[src/rtl/memsel_pkg.sv]
package memsel_pkg;

    typedef enum logic [1:0] {
        KIND_EMPTY = 2'd0,
        KIND_ROM   = 2'd1,
        KIND_RAM   = 2'd2
    } region_kind_e;

    // Classify a region index from the populated mask and the ROM position.
    function automatic region_kind_e kind_of(input int idx, input int rom_idx,
                                             input logic [31:0] mask);
        if (!mask[idx]) return KIND_EMPTY;
        if (idx == rom_idx) return KIND_ROM;
        return KIND_RAM;
    endfunction

endpackage

[src/rtl/memsel_region_dec.sv]
module memsel_region_dec #(
    parameter int          ADDR_W      = 16,
    parameter int          SEL_W       = 2,
    parameter int          NREG        = 4,
    parameter logic [NREG-1:0] REGION_MASK = '1,
    parameter bit          PARTIAL_EN  = 1'b0
) (
    input  logic              mem_req,
    input  logic [ADDR_W-1:0] addr,
    output logic [NREG-1:0]   region_cs,
    output logic [SEL_W-1:0]  region_idx
);

    generate
        if (PARTIAL_EN) begin : g_partial
            // Single device: no address bit takes part in selection.
            logic unused_addr;
            assign unused_addr = ^addr;
            assign region_idx  = '0;
            always_comb begin
                region_cs    = '0;
                region_cs[0] = mem_req;
            end
        end else begin : g_full
            assign region_idx = addr[ADDR_W-1 -: SEL_W];
            always_comb begin
                region_cs = '0;
                if (mem_req && REGION_MASK[region_idx]) begin
                    region_cs[region_idx] = 1'b1;
                end
            end
        end
    endgenerate

endmodule

[src/rtl/memsel_ram_bank.sv]
module memsel_ram_bank #(
    parameter int AW = 8,
    parameter int DW = 8
) (
    input  logic          clk,
    input  logic          we,
    input  logic [AW-1:0] addr,
    input  logic [DW-1:0] wdata,
    output logic [DW-1:0] rdata
);

    localparam int DEPTH = 1 << AW;

    logic [DW-1:0] mem_q [DEPTH];

    always_ff @(posedge clk) begin
        if (we) begin
            mem_q[addr] <= wdata;
        end
    end

    assign rdata = mem_q[addr];

endmodule

[src/rtl/memsel_rom_pattern.sv]
module memsel_rom_pattern #(
    parameter int          OFF_W = 14,
    parameter int          DW    = 8,
    parameter logic [DW-1:0] SEED  = 8'h5A
) (
    input  logic [OFF_W-1:0] off,
    output logic [DW-1:0]    data
);

    // Fold the offset onto the data width and mix in a fixed seed.
    always_comb begin
        data = SEED;
        for (int i = 0; i < OFF_W; i++) begin
            data[i % DW] = data[i % DW] ^ off[i];
        end
    end

endmodule

[src/rtl/memsel_decoder.sv]
module memsel_decoder #(
    parameter int              ADDR_W      = 16,
    parameter int              DATA_W      = 8,
    parameter int              SEL_W       = 2,
    parameter logic [(1<<SEL_W)-1:0] REGION_MASK = 4'b0111,
    parameter int              ROM_IDX     = 0,
    parameter logic [DATA_W-1:0] ROM_SEED    = 8'h5A,
    parameter int              STORE_AW    = 8,
    parameter bit              PARTIAL_EN  = 1'b0,
    parameter int              PD_AW       = 12
) (
    input  logic                    clk,
    input  logic                    rst_n,
    input  logic                    mem_req,
    input  logic                    rd_en,
    input  logic                    wr_en,
    input  logic [ADDR_W-1:0]       addr,
    input  logic [DATA_W-1:0]       wdata,
    output logic [DATA_W-1:0]       rdata,
    output logic [(1<<SEL_W)-1:0]   region_cs
);

    import memsel_pkg::*;

    localparam int NREG  = 1 << SEL_W;
    localparam int OFF_W = ADDR_W - SEL_W;

    typedef struct packed {
        logic [DATA_W-1:0] rdata;
    } state_t;

    state_t st_d, st_q;

    logic [SEL_W-1:0]             region_idx;
    logic [NREG-1:0][DATA_W-1:0]  bank_rd;

    memsel_region_dec #(
        .ADDR_W      (ADDR_W),
        .SEL_W       (SEL_W),
        .NREG        (NREG),
        .REGION_MASK (REGION_MASK),
        .PARTIAL_EN  (PARTIAL_EN)
    ) u_dec (
        .mem_req    (mem_req),
        .addr       (addr),
        .region_cs  (region_cs),
        .region_idx (region_idx)
    );

    generate
        if (PARTIAL_EN) begin : g_pd
            memsel_ram_bank #(.AW(PD_AW), .DW(DATA_W)) u_pd_ram (
                .clk   (clk),
                .we    (region_cs[0] & wr_en),
                .addr  (addr[PD_AW-1:0]),
                .wdata (wdata),
                .rdata (bank_rd[0])
            );
            for (genvar r = 1; r < NREG; r++) begin : g_idle
                assign bank_rd[r] = '1;
            end
        end else begin : g_full
            for (genvar r = 0; r < NREG; r++) begin : g_reg
                localparam region_kind_e KIND = kind_of(r, ROM_IDX, 32'(REGION_MASK));
                if (KIND == KIND_ROM) begin : g_rom
                    memsel_rom_pattern #(.OFF_W(OFF_W), .DW(DATA_W), .SEED(ROM_SEED)) u_rom (
                        .off  (addr[OFF_W-1:0]),
                        .data (bank_rd[r])
                    );
                end else if (KIND == KIND_RAM) begin : g_ram
                    memsel_ram_bank #(.AW(STORE_AW), .DW(DATA_W)) u_ram (
                        .clk   (clk),
                        .we    (region_cs[r] & wr_en),
                        .addr  (addr[STORE_AW-1:0]),
                        .wdata (wdata),
                        .rdata (bank_rd[r])
                    );
                end else begin : g_empty
                    assign bank_rd[r] = '1;
                end
            end
        end
    endgenerate

    // Next-state: capture the selected region's byte on a qualified read.
    always_comb begin
        st_d = st_q;
        if (mem_req && rd_en) begin
            st_d.rdata = (|region_cs) ? bank_rd[region_idx] : '1;
        end
    end

    always_ff @(posedge clk) begin
        if (!rst_n) begin
            st_q <= '1;
        end else begin
            st_q <= st_d;
        end
    end

    assign rdata = st_q.rdata;

endmodule

[config.mk]
export PLATFORM = sky130hd
export DESIGN_NAME = memsel_decoder
export DESIGN_NICKNAME = d
export VERILOG_FILES = /design/src/rtl/memsel_pkg.sv /design/src/rtl/memsel_region_dec.sv /design/src/rtl/memsel_ram_bank.sv /design/src/rtl/memsel_rom_pattern.sv /design/src/rtl/memsel_decoder.sv
export SDC_FILE = /design/constraint.sdc
export NUM_CORES = 2
export LEC_CHECK = 0
export BUFFER_PORTS_ARGS = -buffer_cell sky130_fd_sc_hd__buf_2
export CAP_MARGIN = 20
export CORE_MARGIN = 5
export CORE_UTILIZATION = 59
export CTS_BUF_LIST = sky130_fd_sc_hd__clkbuf_2
export DETAILED_ROUTE_END_ITERATION = 8
export PLACE_DENSITY = 0.8
export SLEW_MARGIN = 20
export SYNTH_ARGS = -nofsm -noshare
export SYNTH_HDL_FRONTEND = slang
export SYNTH_HIERARCHICAL = 1
export SYNTH_SLANG_ARGS = --single-unit
export TNS_END_PERCENT = 20
[constraint.sdc]
create_clock -name clk -period 2.7 [get_ports clk]
set_input_delay 0.135 -clock clk [delete_from_list [all_inputs] [get_ports clk]]
set_output_delay 0.135 -clock clk [all_outputs]
set_load 0.05 [all_outputs]
; After elaboration in Yosys (flattened, before gate mapping)
; Memory sizes are Yosys's and may differ from the RTL's.
; Index checks and enable logic that the tools add are counted.
[totals]
n_memories = 2
out_inout_bits = 12
mem_bits_rw = 4096
regBits = 8
word_cells = 33
[op_classes]
order_cmp = 2
n_reduce_logical = 4
mux = 12
bitwise_logic = 12
[memory_table]
columns = memory, words, width, rd, rd_clocked_by_memory_dff, write_ports, line_no
row1 = g_full.g_reg[1].g_ram.u_ram.mem_q, 256, 8, 1, 0, 1, memsel_ram_bank.sv:14  ; logic [DW-1:0] mem_q [DEPTH];
row2 = g_full.g_reg[2].g_ram.u_ram.mem_q, 256, 8, 1, 0, 1, memsel_ram_bank.sv:14
[ops]
columns = operator, count
row1 = 8-bit binary-select mux with 2-bit select, 1
row2 = 8-bit two-way mux, 2
row3 = 1-bit two-way mux, 6
row4 = 1-bit XOR, 6
row5 = 4-bit two-way mux, 1
row6 = 1-bit NOT, 4
row7 = 4-bit OR reduction, 1
row8 = 1-bit logical AND, 3
row9 = 2-bit by 3-bit < comparator with 1-bit output (second input constant), 1
row10 = 1-bit AND, 2
row11 = 1-bit binary-select mux with 2-bit select, 1
row12 = 1-bit demux with 2-bit select, 1
row13 = 2-bit by 1-bit >= comparator with 1-bit output (second input constant), 1

; Logic depth before layout (Yosys ltp)
[depth]
word_depth = 8
ltp_mapped = 12
ltp_nobuf = 8

; Hierarchy
; The synthesis kept the hierarchy.
[modules_own_cells]
columns = mod, cells_per_inst, seq_area_each_um2, n_inst, area_each_um2
row1 = memsel_ram_bank, 3539, 61499.0, 2, 78332.6
row2 = memsel_decoder, 50, 160.2, 1, 501.7
row3 = memsel_rom_pattern, 8, 0.0, 1, 63.8
row4 = memsel_region_dec, 7, 0.0, 1, 56.3

; Worst setup path after synthesis
; No wires, ideal clock.
[synth_path]
path_type = input port to flip-flop
start = input port addr[15]
end = memory g_full.g_reg[1].g_ram.u_ram.mem_q[157][0], enable pin
arrival_ps = 2261
stages = 6
setup_ps = 383
setup_slack_ps = 56
path_cell_list = and3b_1 and2_1 buf_1 nand3_1 clkbuf_1 nor3_1
[synth_between]
elab_chain_cells = 8
word_cells_on_any_way = 12
classes_between = 2 x order compare / 7 x mux / 1 x bitwise / 2 x reduce/logical
[synth_rtl]
columns = element, line_no
row1 = from (decl), memsel_decoder.sv:17  ; input logic [ADDR_W-1:0] addr,
row2 = 2-bit by 3-bit < comparator with 1-bit output (implied by the code) / 2-bit by 1-bit >= comparator with 1-bit output (equally long branches), memsel_region_dec.sv:29  ; region_cs[region_idx] = 1'b1;
row3 = 1-bit logical AND (implied by the code), memsel_region_dec.sv:29
row4 = 1-bit two-way mux (implied by the code), memsel_region_dec.sv:29
row5 = 1-bit demux with 2-bit select, n/a
row6 = 4-bit two-way mux *, memsel_region_dec.sv:28  ; if (mem_req && REGION_MASK[region_idx]) begin
row7 = 1-bit AND *, memsel_decoder.sv:73  ; .we (region_cs[r] & wr_en),
row8 = 1-bit two-way mux *, memsel_ram_bank.sv:17  ; if (we) begin
row9 = 1-bit two-way mux (implied by the code) *, memsel_ram_bank.sv:18  ; mem_q[addr] <= wdata;
row10 = to (decl), memsel_ram_bank.sv:14
; Every way passes the cells marked *; elsewhere a longest branch is shown, timed or not. The select of a mux whose other input is x is not followed.

==> results_dict.tcl <==
set metrics [dict create \
    outcome "complete, but fails checks" \
    violations "negative setup slack" \
    internal-power_w 0.0868 \
    endpoint_kind "flop" \
    cp.arrival_ps 5430 \
    antenna_found_initial 19 \
    chipHeight_um 526 \
    r2r_cells 10 \
    seq_power_share_pct 60.6 \
    ys_seq_area_share_pct 78.3 \
    required_ps 4860 \
    r2r_end "rdata[2]" \
    skew_ps 271 \
    fill_cells 15400 \
    nets 8994 \
    synth_edf_count 4096 \
    final_layout_size_suffix_gt1_share_pct 39.4 \
    synth-async-reset-ratio_pct 0 \
    fmax_mhz 306 \
    cts_buffers 918 \
    reg2reg_from "g_full.g_reg[2].g_ram.u_ram/mem_q[224][2]" \
    crit_chain "mux4_2 -> a22oi_1 -> a21oi_1 -> o41ai_4 -> buf_4 -> nand4_1 -> buf_4 -> mux2_4 -> o22ai_1 -> a32oi_1" \
    synth_area_um2 157000 \
    drt.antenna.violating_nets 0 \
    ir_worst_vdd_mv 0.680 \
    drt-initial-drc-count 13000 \
    clock-sinks 4104 \
    seq_area_um2 123000 \
    final_util_pct 68.5 \
    grt_pass1_vias 89500 \
    cpLargestDelayFamily "compound AO/OA/AOI/OAI gates" \
    syn_nets 7172 \
    post-place-ws_ps -1440 \
    rsz0062_at_grt "true" \
    worst-path-buf-inv 2 \
    initial_core_util_pct 59.3 \
    r2r_slack_ps -570 \
    power.density_nw_per_um2 636 \
    crit_start "g_full.g_reg[2].g_ram.u_ram/mem_q[224][2]" \
    grt_use_total_pct 28.8 \
    synth_compound_area_share_pct 3.69 \
    multi_input_area_um2 32500 \
    path_max_fanout 1 \
    cts_max_path_buffers 4 \
    post-dp-hpwl_um 248000 \
    min_period_over_period_pct 121 \
    grt_max_degree 132 \
    drv_slew 0 \
    hold_end "g_full.g_reg[1].g_ram.u_ram/mem_q[146][7]" \
    cts_htree_levels 6 \
    p_comb_share_pct 6.1 \
    power_leakage_nw 59.7 \
    dieArea_um2 277000 \
    setup_viol 113 \
    hold_viol_final 0 \
    core_area_um2 265000 \
    path_class "flop to flop" \
    fin_crit_ps 3270 \
    gp_congestion 0.892 \
    yosys.area_share.simple_pct 1.78 \
    cts_root_buffer "clkbuf_2" \
    synthFlopType "edfxtp_1" \
    area.growth.synth_to_final_pct 15.5 \
    crit_top_cell "buf_4" \
    overflow 0 \
    path_clk_slew_ps 130 \
    switching_share_pct 24.9 \
    min_path_cells 7 \
    drc 0 \
    synthAdderAreaFrac_pct 0 \
    netlist-cell-type-count 34 \
    worst-slew-pin-transition_ps 1130 \
    p_switching_w 0.0287 \
    num_vias 86700 \
    syn_inst 7143 \
    hp-start "addr[0]" \
    synth_top_family_by_area "multiplexers" \
    cp-start-kind "flop" \
    max_cap_violations 0 \
    synthMuxAreaShare_pct 14.7 \
    yosys_warnings 6 \
    crit_slowest_cell "o41ai_4" \
    rows 189 \
    crit_path_max_incr_delay_ps 540 \
    first_pass_iters 6 \
    wl_per_cell_um 30.4 \
    grt_pass1_wl_um 587000 \
    port_buffers 39 \
    io_pins 41 \
    clockPowerShare_pct 33.4 \
    syn_area_per_cell_um2 22.0 \
    clkLatencyLatePin_ps 2330 \
    fp.dieW_um 526 \
    cts_tree "done" \
    routed_wl_um 404000 \
    synth_xor_area_share_pct 0.0334 \
    viasPerCell 6.54 \
    min_path_type "primary input to flop" \
    maxSlewHeadroom_pct 24.1 \
    fin_ws_ps -566 \
    ys_seq_elements 4104 \
]
-- worst max-delay path by stage --
stage,endpoint,depth (start not counted)
CTS,rdata[6],1
detailed placement,rdata[5],14
global route,rdata[6],10
global placement,rdata[1],13
floorplan,g_full.g_reg[1].g_ram.u_ram/mem_q[157][0],6
finish,rdata[2],10
-- logic make-up after synthesis --
family | count (synthesis)
flip-flops | 4104
AO/OA/AOI/OAI | 848
AND/OR/NAND/NOR | 669
buffers and inverters | 483
XOR/XNOR | 6
multiplexers | 1032
other | 1
-- synthesized netlist by cell type, drive strengths merged (4+ instances only) --
master / number / area [um2]
edfxtp: 4096 / 123000
mux4: 1024 / 23100
a22oi: 512 / 3840
nor2: 464 / 1740
clkbuf: 290 / 1090
a21oi: 256 / 1280
buf: 182 / 1170
o41ai: 64 / 561
nor3: 60 / 300
nand2: 57 / 216
nand3: 26 / 130
nand4: 16 / 100
nor2b: 14 / 87.6
nand2b: 13 / 88.8
inv: 11 / 41.3
a32oi: 8 / 70.1
and2: 8 / 50.1
dfxtp: 8 / 160
mux2: 8 / 105
o22ai: 8 / 50.1
or2: 4 / 25.0
-- registers in the layout (all words and copies together), names as in the netlist --
signal	cells
g_full.g.g_ram.u_ram/mem_q	4096
rdata	8
-- final cells by class --
| type | count | area share [%] |
|---|---|---|
| clock inverter | 333 | 1.01 |
| clock buffer | 1328 | 3.66 |
| inverter | 11 | 0.0227 |
| tap | 3533 | 2.43 |
| timing repair buffer | 1374 | 7.17 |
| sequential | 4104 | 67.8 |
| antenna | 20 | 0.0275 |
| multi-input combinational | 2556 | 17.9 |
-- stage by stage --
step	power, W	TNS, ps	std cells	hold WS, ps	area, um2
after floorplan	0.0746	0	7143	234	157000
after global placement	0.0777	-65750	11500	479	171000
after detailed placement	0.0779	-107660	11500	483	171000
after CTS	0.116	-35350	13200	2.62	181000
after global routing	0.120	-8050	13200	-23.2	182000
final	0.116	-12320	13300	7.81	182000
-- tightest hold or removal path, delay by kind of cell --
| family | cells | cell delay [ps] |
|---|---|---|
| buffers and inverters | 5 | 1500 |
| AND/OR/NAND/NOR | 2 | 490 |
-- what timing repair did --
| item | 4_1_cts | 5_1_grt |
|---|---|---|
| hold endpoints to repair | 8200 | 463 |
| gates resized for setup | 94 | 54 |
| buffers inserted | 0 | 0 |
| hold buffers | 118 | 4 |
| pin swaps | 18 | 17 |
| setup endpoints to repair | 16 | 168 |
-- power by group through the flow --
stage	combinational [W]	sequential, W	clock [W]
floorplan	0.00311	0.0715	0
global placement	0.00630	0.0714	0
detailed placement	0.00650	0.0714	0
CTS	0.00679	0.0700	0.0389
global route	0.00722	0.0700	0.0429
finish	0.00700	0.0700	0.0385
-- routing by layer --
metal / track usage [%] / vias up / part of all wire, %
li1: - / 34700 / -
met3: 8.01 / 1275 / 14
met1: 38.5 / 43600 / 33
met5: 0.222 / - / 0.033
met4: 14.0 / 10 / 5.3
met2: 44.5 / 7211 / 48
-- placed cells by master, fill, tap and decap left out, drive strengths merged, types with 13 or more instances in the layout --
master	count
buf	1262
a21oi	256
nor2b	14
nand2b	13
a22oi	512
nor2	464
edfxtp	4096
inv	40
o41ai	64
nand3	26
dlygate4sd3	107
diode	20
clkbuf	1330
nand2	57
nor3	60
clkinv	294
nand4	16
mux4	1024
(Power assumes the default switching activity.)
